===== config.mk =====
export PLATFORM = sky130hd
export DESIGN_NAME = sym_preadd
export DESIGN_NICKNAME = d
export VERILOG_FILES = /design/src/rtl/sym_preadd_pkg.sv /design/src/rtl/pad_delay_line.sv /design/src/rtl/pad_pair_select.sv /design/src/rtl/pad_alu.sv /design/src/rtl/sym_preadd.sv
export SDC_FILE = /design/constraint.sdc
export NUM_CORES = 2
export LEC_CHECK = 0
export ABC_AREA = 0
export BUFFER_PORTS_ARGS = -buffer_cell sky130_fd_sc_hd__buf_2
export CORE_MARGIN = 5
export CORE_UTILIZATION = 57
export DETAILED_ROUTE_END_ITERATION = 8
export PLACE_DENSITY = 0.74
export SLEW_MARGIN = 0
export SYNTH_ARGS = -nofsm -noshare
export SYNTH_HDL_FRONTEND = slang
export SYNTH_SLANG_ARGS = --single-unit

===== constraint.sdc =====
create_clock -name clk -period 60.8 [get_ports clk]
set_clock_uncertainty 0.05 [all_clocks]
set_input_delay 18.24 -clock clk [delete_from_list [all_inputs] [get_ports clk]]
set_output_delay 18.24 -clock clk [all_outputs]
set_load 0.02 [all_outputs]

===== src/rtl/sym_preadd_pkg.sv =====
package sym_preadd_pkg;
  // Registered mode bits of the pre-adder
  typedef struct packed {
    logic sub;
    logic pass_a;
    logic pass_b;
    logic odd;
    logic rev_n;
    logic ilv;
  } pad_mode_t;
endpackage


===== src/rtl/pad_delay_line.sv =====
module pad_delay_line #(
  parameter int W     = 12,
  parameter int DEPTH = 16,
  localparam int LW   = $clog2(DEPTH)
) (
  input  logic                clk,
  input  logic                rst,
  input  logic                clr,
  input  logic                shift,
  input  logic [LW-1:0]       len_code,
  input  logic signed [W-1:0] din,
  output logic signed [W-1:0] tap_now,
  output logic signed [W-1:0] tap_next
);
  logic signed [W-1:0] line [DEPTH];

  always_ff @(posedge clk) begin
    if (rst || clr) begin
      for (int i = 0; i < DEPTH; i++) line[i] <= '0;
    end else if (shift) begin
      line[0] <= din;
      for (int i = 1; i < DEPTH; i++) line[i] <= line[i-1];
    end
  end

  // Current tap and the value it takes after the next shift
  assign tap_now  = line[len_code];
  assign tap_next = (len_code == '0) ? din : line[len_code - 1'b1];

  // the first register captures the incoming sample on a shift
  assert_shift_R1: assert property (@(posedge clk) disable iff (rst)
    (shift && !clr) |=> (line[0] == $past(din)));
endmodule


===== src/rtl/pad_pair_select.sv =====
module pad_pair_select #(
  parameter int W = 12,
  parameter int P = 4,
  localparam int T = 2 * P
) (
  input  logic                odd,
  input  logic                rev_n,
  input  logic signed [W-1:0] taps [T],
  output logic signed [W-1:0] a_src [P],
  output logic signed [W-1:0] b_src [P]
);
  for (genvar k = 0; k < P; k++) begin : g_pair
    assign a_src[k] = taps[k];
    if (k == P - 1) begin : g_centre
      // Centre pair: forward sample only in odd mode
      assign b_src[k] = odd ? '0 : (rev_n ? taps[P + k] : taps[T - 1 - k]);
    end else begin : g_outer
      assign b_src[k] = rev_n ? taps[P + k]
                              : (odd ? taps[T - 2 - k] : taps[T - 1 - k]);
    end
  end

  // in odd mode the centre partner never contributes
  always_comb begin
    if (odd) assert_centre_R6: assert (b_src[P-1] == '0);
  end
endmodule


===== src/rtl/pad_alu.sv =====
module pad_alu #(
  parameter int W  = 12,
  parameter int SW = W + 1
) (
  input  logic                 sub,
  input  logic                 pass_a,
  input  logic                 pass_b,
  input  logic signed [W-1:0]  a,
  input  logic signed [W-1:0]  b,
  output logic signed [SW-1:0] res
);
  logic signed [SW-1:0] ae, be;

  always_comb begin
    ae  = pass_a ? {{(SW-W){a[W-1]}}, a} : '0;
    be  = pass_b ? {{(SW-W){b[W-1]}}, b} : '0;
    res = sub ? (be - ae) : (ae + be);
  end

  // with both inputs gated the result is zero in either mode
  always_comb begin
    if (!pass_a && !pass_b) assert_gated_R3: assert (res == '0);
  end
endmodule


===== src/rtl/sym_preadd.sv =====
module sym_preadd
  import sym_preadd_pkg::*;
#(
  parameter int DATA_W  = 12,
  parameter int N_PAIRS = 4,
  parameter int MAX_LEN = 16,
  localparam int LEN_W  = $clog2(MAX_LEN),
  localparam int SUM_W  = DATA_W + 1,
  localparam int N_TAPS = 2 * N_PAIRS
) (
  input  logic                       clk,
  input  logic                       rst,
  input  logic                       clr,
  input  logic                       cfg_sub,
  input  logic                       cfg_pass_a,
  input  logic                       cfg_pass_b,
  input  logic [LEN_W-1:0]           cfg_len,
  input  logic                       cfg_odd,
  input  logic                       cfg_rev_n,
  input  logic                       cfg_ilv,
  input  logic                       in_valid,
  output logic                       in_ready,
  input  logic [DATA_W-1:0]          in_data,
  output logic                       out_valid,
  input  logic                       out_ready,
  output logic [N_PAIRS*SUM_W-1:0]   out_sum,
  output logic                       out_phase
);
  pad_mode_t        mode_q;
  logic [LEN_W-1:0] len_q;
  logic             accept;
  logic             ph_q;

  logic signed [DATA_W-1:0] taps_now  [N_TAPS];
  logic signed [DATA_W-1:0] taps_next [N_TAPS];
  logic signed [DATA_W-1:0] a_src [N_PAIRS];
  logic signed [DATA_W-1:0] b_src [N_PAIRS];
  logic signed [SUM_W-1:0]  res   [N_PAIRS];
  logic signed [SUM_W-1:0]  out_q [N_PAIRS];
  logic signed [DATA_W-1:0] tap0_q;

  // Configuration register: one edge of latency
  always_ff @(posedge clk) begin
    if (rst) begin
      mode_q <= '0;
      len_q  <= '0;
    end else begin
      mode_q <= '{sub: cfg_sub, pass_a: cfg_pass_a, pass_b: cfg_pass_b,
                  odd: cfg_odd, rev_n: cfg_rev_n, ilv: cfg_ilv};
      len_q  <= cfg_len;
    end
  end

  assign in_ready = !out_valid || out_ready;
  assign accept   = in_valid && in_ready && !clr;

  // Tap 0: the newest sample
  always_ff @(posedge clk) begin
    if (rst || clr)  tap0_q <= '0;
    else if (accept) tap0_q <= in_data;
  end
  assign taps_now[0]  = tap0_q;
  assign taps_next[0] = in_data;

  for (genvar k = 1; k < N_TAPS; k++) begin : g_line
    pad_delay_line #(.W(DATA_W), .DEPTH(MAX_LEN)) u_line (
      .clk      (clk),
      .rst      (rst),
      .clr      (clr),
      .shift    (accept),
      .len_code (len_q),
      .din      (taps_now[k-1]),
      .tap_now  (taps_now[k]),
      .tap_next (taps_next[k])
    );
  end

  pad_pair_select #(.W(DATA_W), .P(N_PAIRS)) u_sel (
    .odd   (mode_q.odd),
    .rev_n (mode_q.rev_n),
    .taps  (taps_next),
    .a_src (a_src),
    .b_src (b_src)
  );

  for (genvar k = 0; k < N_PAIRS; k++) begin : g_alu
    pad_alu #(.W(DATA_W), .SW(SUM_W)) u_alu (
      .sub    (mode_q.sub),
      .pass_a (mode_q.pass_a),
      .pass_b (mode_q.pass_b),
      .a      (a_src[k]),
      .b      (b_src[k]),
      .res    (res[k])
    );
    assign out_sum[k*SUM_W +: SUM_W] = out_q[k];
  end

  // Output register stage
  always_ff @(posedge clk) begin
    if (rst || clr) begin
      out_valid <= 1'b0;
      out_phase <= 1'b0;
      ph_q      <= 1'b0;
      for (int k = 0; k < N_PAIRS; k++) out_q[k] <= '0;
    end else if (accept) begin
      out_valid <= 1'b1;
      out_phase <= mode_q.ilv ? ph_q : 1'b0;
      ph_q      <= mode_q.ilv ? !ph_q : 1'b0;
      for (int k = 0; k < N_PAIRS; k++) out_q[k] <= res[k];
    end else if (out_ready) begin
      out_valid <= 1'b0;
    end
  end

  // an accepted sample always produces a result
  assert_accept_R8: assert property (@(posedge clk) disable iff (rst)
    accept |=> out_valid);
  // a stalled result holds
  assert_hold_R8: assert property (@(posedge clk) disable iff (rst)
    (out_valid && !out_ready && !clr) |=> (out_valid && $stable(out_sum) && $stable(out_phase)));
  // clear drops the pending result
  assert_clr_R9: assert property (@(posedge clk) disable iff (rst)
    clr |=> !out_valid);
  // without interleave the tag is zero
  assert_phase_off_R7: assert property (@(posedge clk) disable iff (rst)
    (accept && !mode_q.ilv) |=> !out_phase);
  // the ALU mode follows its pin one edge later
  assert_cfg_delay_R10: assert property (@(posedge clk) disable iff (rst)
    !$past(rst) |-> (mode_q.sub == $past(cfg_sub)));
endmodule


==> impl_metrics.tcl <==
set metrics [dict create \
    status "completed" \
    p_total_w 0.00236 \
    ys_async_sr_fraction_pct 0 \
    track_usage_pct 24.4 \
    synth_compound_area_share_pct 3.40 \
    arrival_ps 18800 \
    maxCapViolations 0 \
    insertion_delay_ps 800 \
    path_clk_slew_ps 70 \
    grt_max_degree 290 \
    vias_per_cell 6.51 \
    fmax_mhz 27.0 \
    dp.cells 6497 \
    avgSynthCellArea_um2 15.2 \
    fillerInstances 9360 \
    hold_violations 0 \
    finalNonFillerCells 6761 \
    crit_type "in -> out" \
    critPathBufInv 2 \
    path_common_cell "buf_2" \
    start_util_pct 57.4 \
    synth_top_family_by_area "multiplexers" \
    cts_hold_buf 0 \
    numPortBuffers 81 \
    worst_pin_slew_ps 1320 \
    rsz0062_at_grt "false" \
    clkSinkCount 1421 \
    vdd_drop_max_v 0.0000231 \
    cpMaxStageDelayCell "nand2b_1" \
    antenna_found_initial 0 \
    final.setup.tns_ps 0 \
    synthSimpleGateAreaFrac_pct 13.7 \
    crit_family "buffers and inverters" \
    syn_to_final_growth_pct 8.52 \
    synthCells 4983 \
    die_area_um2 140000 \
    fp.dieW_um 374 \
    required_ps 42510 \
    cp_max_fo 5 \
    vias 43981 \
    seq_area_frac_synth_pct 56.1 \
    muxShareOfSynthArea_pct 22.5 \
    drt_first_pass_iters 6 \
    final_antenna_net_count 0 \
    path_cells "buf_2 -> nand2b_1 -> buf_2" \
    syn-num-nets 5067 \
    cts-root-buf "clkbuf_16" \
    post-route-drc-count 0 \
    yosys_warnings 0 \
    final_core_util_pct 62.3 \
    cts_tree "done" \
    critPathLaunchType "input port" \
    synth_fa_ha_area_share_pct 0.983 \
    synth_area_um2 75600 \
    postCtsResizedCells 0 \
    diodes 0 \
    gp_congestion 0.896 \
    grt.overflow.total 0 \
    grt_pass1_vias 43801 \
    wirelength_um 171000 \
    setup-violations-final 0 \
    drv_slew 0 \
    htree_levels 4 \
    end_kind "primary output" \
    leakagePower_nw 30.5 \
    layout-drive-gt1-share_pct 21.6 \
    nNetsFinal 4980 \
    period_share_pct 61.0 \
    holdCritPathClass "reg -> reg" \
    powerDensity_nw_per_um2 28.8 \
    cts_buffers 152 \
    cpPeakStageDelay_ps 240 \
    io-pin-count 82 \
    dominantRegCellSynth "edfxtp_1" \
    slew_headroom_pct 12.0 \
    fp.coreArea_um2 132000 \
    mostFrequentLayoutCells "edfxtp_1 (1,396), and2_1 (1,325), mux4_2 (668), mux2i_1 (175), clkbuf_16 (156)" \
    std_cell_rows 133 \
    finalWorstPathRequiredPeriod_ps 37090 \
    synth_edf_count 1396 \
    grt_pass1_wl_um 267000 \
    final_common_cell "edfxtp_1" \
    die_height_um 374 \
    yosysUniqueCellTypes 72 \
    synth_seq_cells 1421 \
    synthXorXnorAreaFrac_pct 0.789 \
    post_cts_buffers 0 \
    first_iter_violations 4645 \
    route.detailed.wl_per_inst_um 25.3 \
    dp_hpwl_um 102000 \
    clockBufferDepth 3 \
]
## registers in the layout, indices dropped and copies added (netlist names)
signal,flops
out_q,52
g_line.u_line.line,1344
out_valid,1
len_q,4
tap0_q,12
out_phase,1
ph_q,1
mode_q,6
## worst paths after layout
kind	startpoint	end	slack, ps	cells past startpoint
setup reg to reg	len_q[1]	out_q[0][12]	52460	21
hold / removal	mode_q[0]	ph_q	440	2
setup / recovery	out_ready	in_ready	23710	3
hold reg to reg	mode_q[0]	ph_q	440	2
## area by class of cell
cell class,count,area (um^2),share of cell area [%]
Multi-Input combinational cell,3134,31400,38.2
Inverter,39,154,0.188
Clock inverter,69,722,0.880
Sequential cell,1421,42400,51.7
Tap cell,1755,2200,2.68
Timing Repair Buffer,148,1100,1.34
Clock buffer,195,4070,4.96
## synthesized netlist by cell type, types with 53 or more instances
master | n | area (um^2)
nor2_1 | 113 | 424
a21oi_1 | 131 | 656
buf_2 | 59 | 295
mux4_2 | 668 | 15000
o221ai_1 | 56 | 490
clkbuf_1 | 245 | 920
mux2i_1 | 175 | 1750
and2_1 | 1325 | 8290
ha_1 | 53 | 663
edfxtp_1 | 1396 | 41900
nand2_1 | 135 | 507
nor3_1 | 75 | 375
## logic make-up after synthesis
kind of cell	after synthesis
simple gates	1761
mux	864
xor+xnor	65
fa+ha+maj	57
compound gates	387
flops	1421
buf+inv	428
## worst register-to-register path: stages, from the launching register on
cell and delay [ps]:
dfxtp_4 690, inv_2 410, ha_4 980, buf_12 580
buf_4 810, mux4_2 440, mux4_2 530, a21oi_1 740
mux2i_1 340, nand2_1 180, ha_1 210, inv_1 80
fa_1 450, a21o_1 190, a21oi_1 170, nor2b_1 80
o21a_1 180, o21ai_0 270, a21o_1 210, a31oi_1 110
xnor3_1 300, nor2_1 40
## metal layers
metal	track usage [%]	up-vias	part of all wire (%)
li1	-	19034	-
met1	35.0	22983	42
met2	37.8	1672	47
met3	5.02	292	8.1
met4	8.39	0	3.4
met5	0	-	0
## power breakdown
group          internal [W]  switching [W]
Combinational      0.000125       0.000169
Sequential          0.00113      0.0000353
Clock              0.000514       0.000391
## per-stage QoR
stage	setup WS [ps]	hold slack (ps)	instance area, um^2
6_report	23710	437	82000
5_1_grt	23670	464	82000
4_1_cts	23730	441	82000
3_5_place_dp	23730	427	77300
3_3_place_gp	23730	407	77300
2_1_floorplan	13380	386	75600
Power figures use the tool's default switching activity.
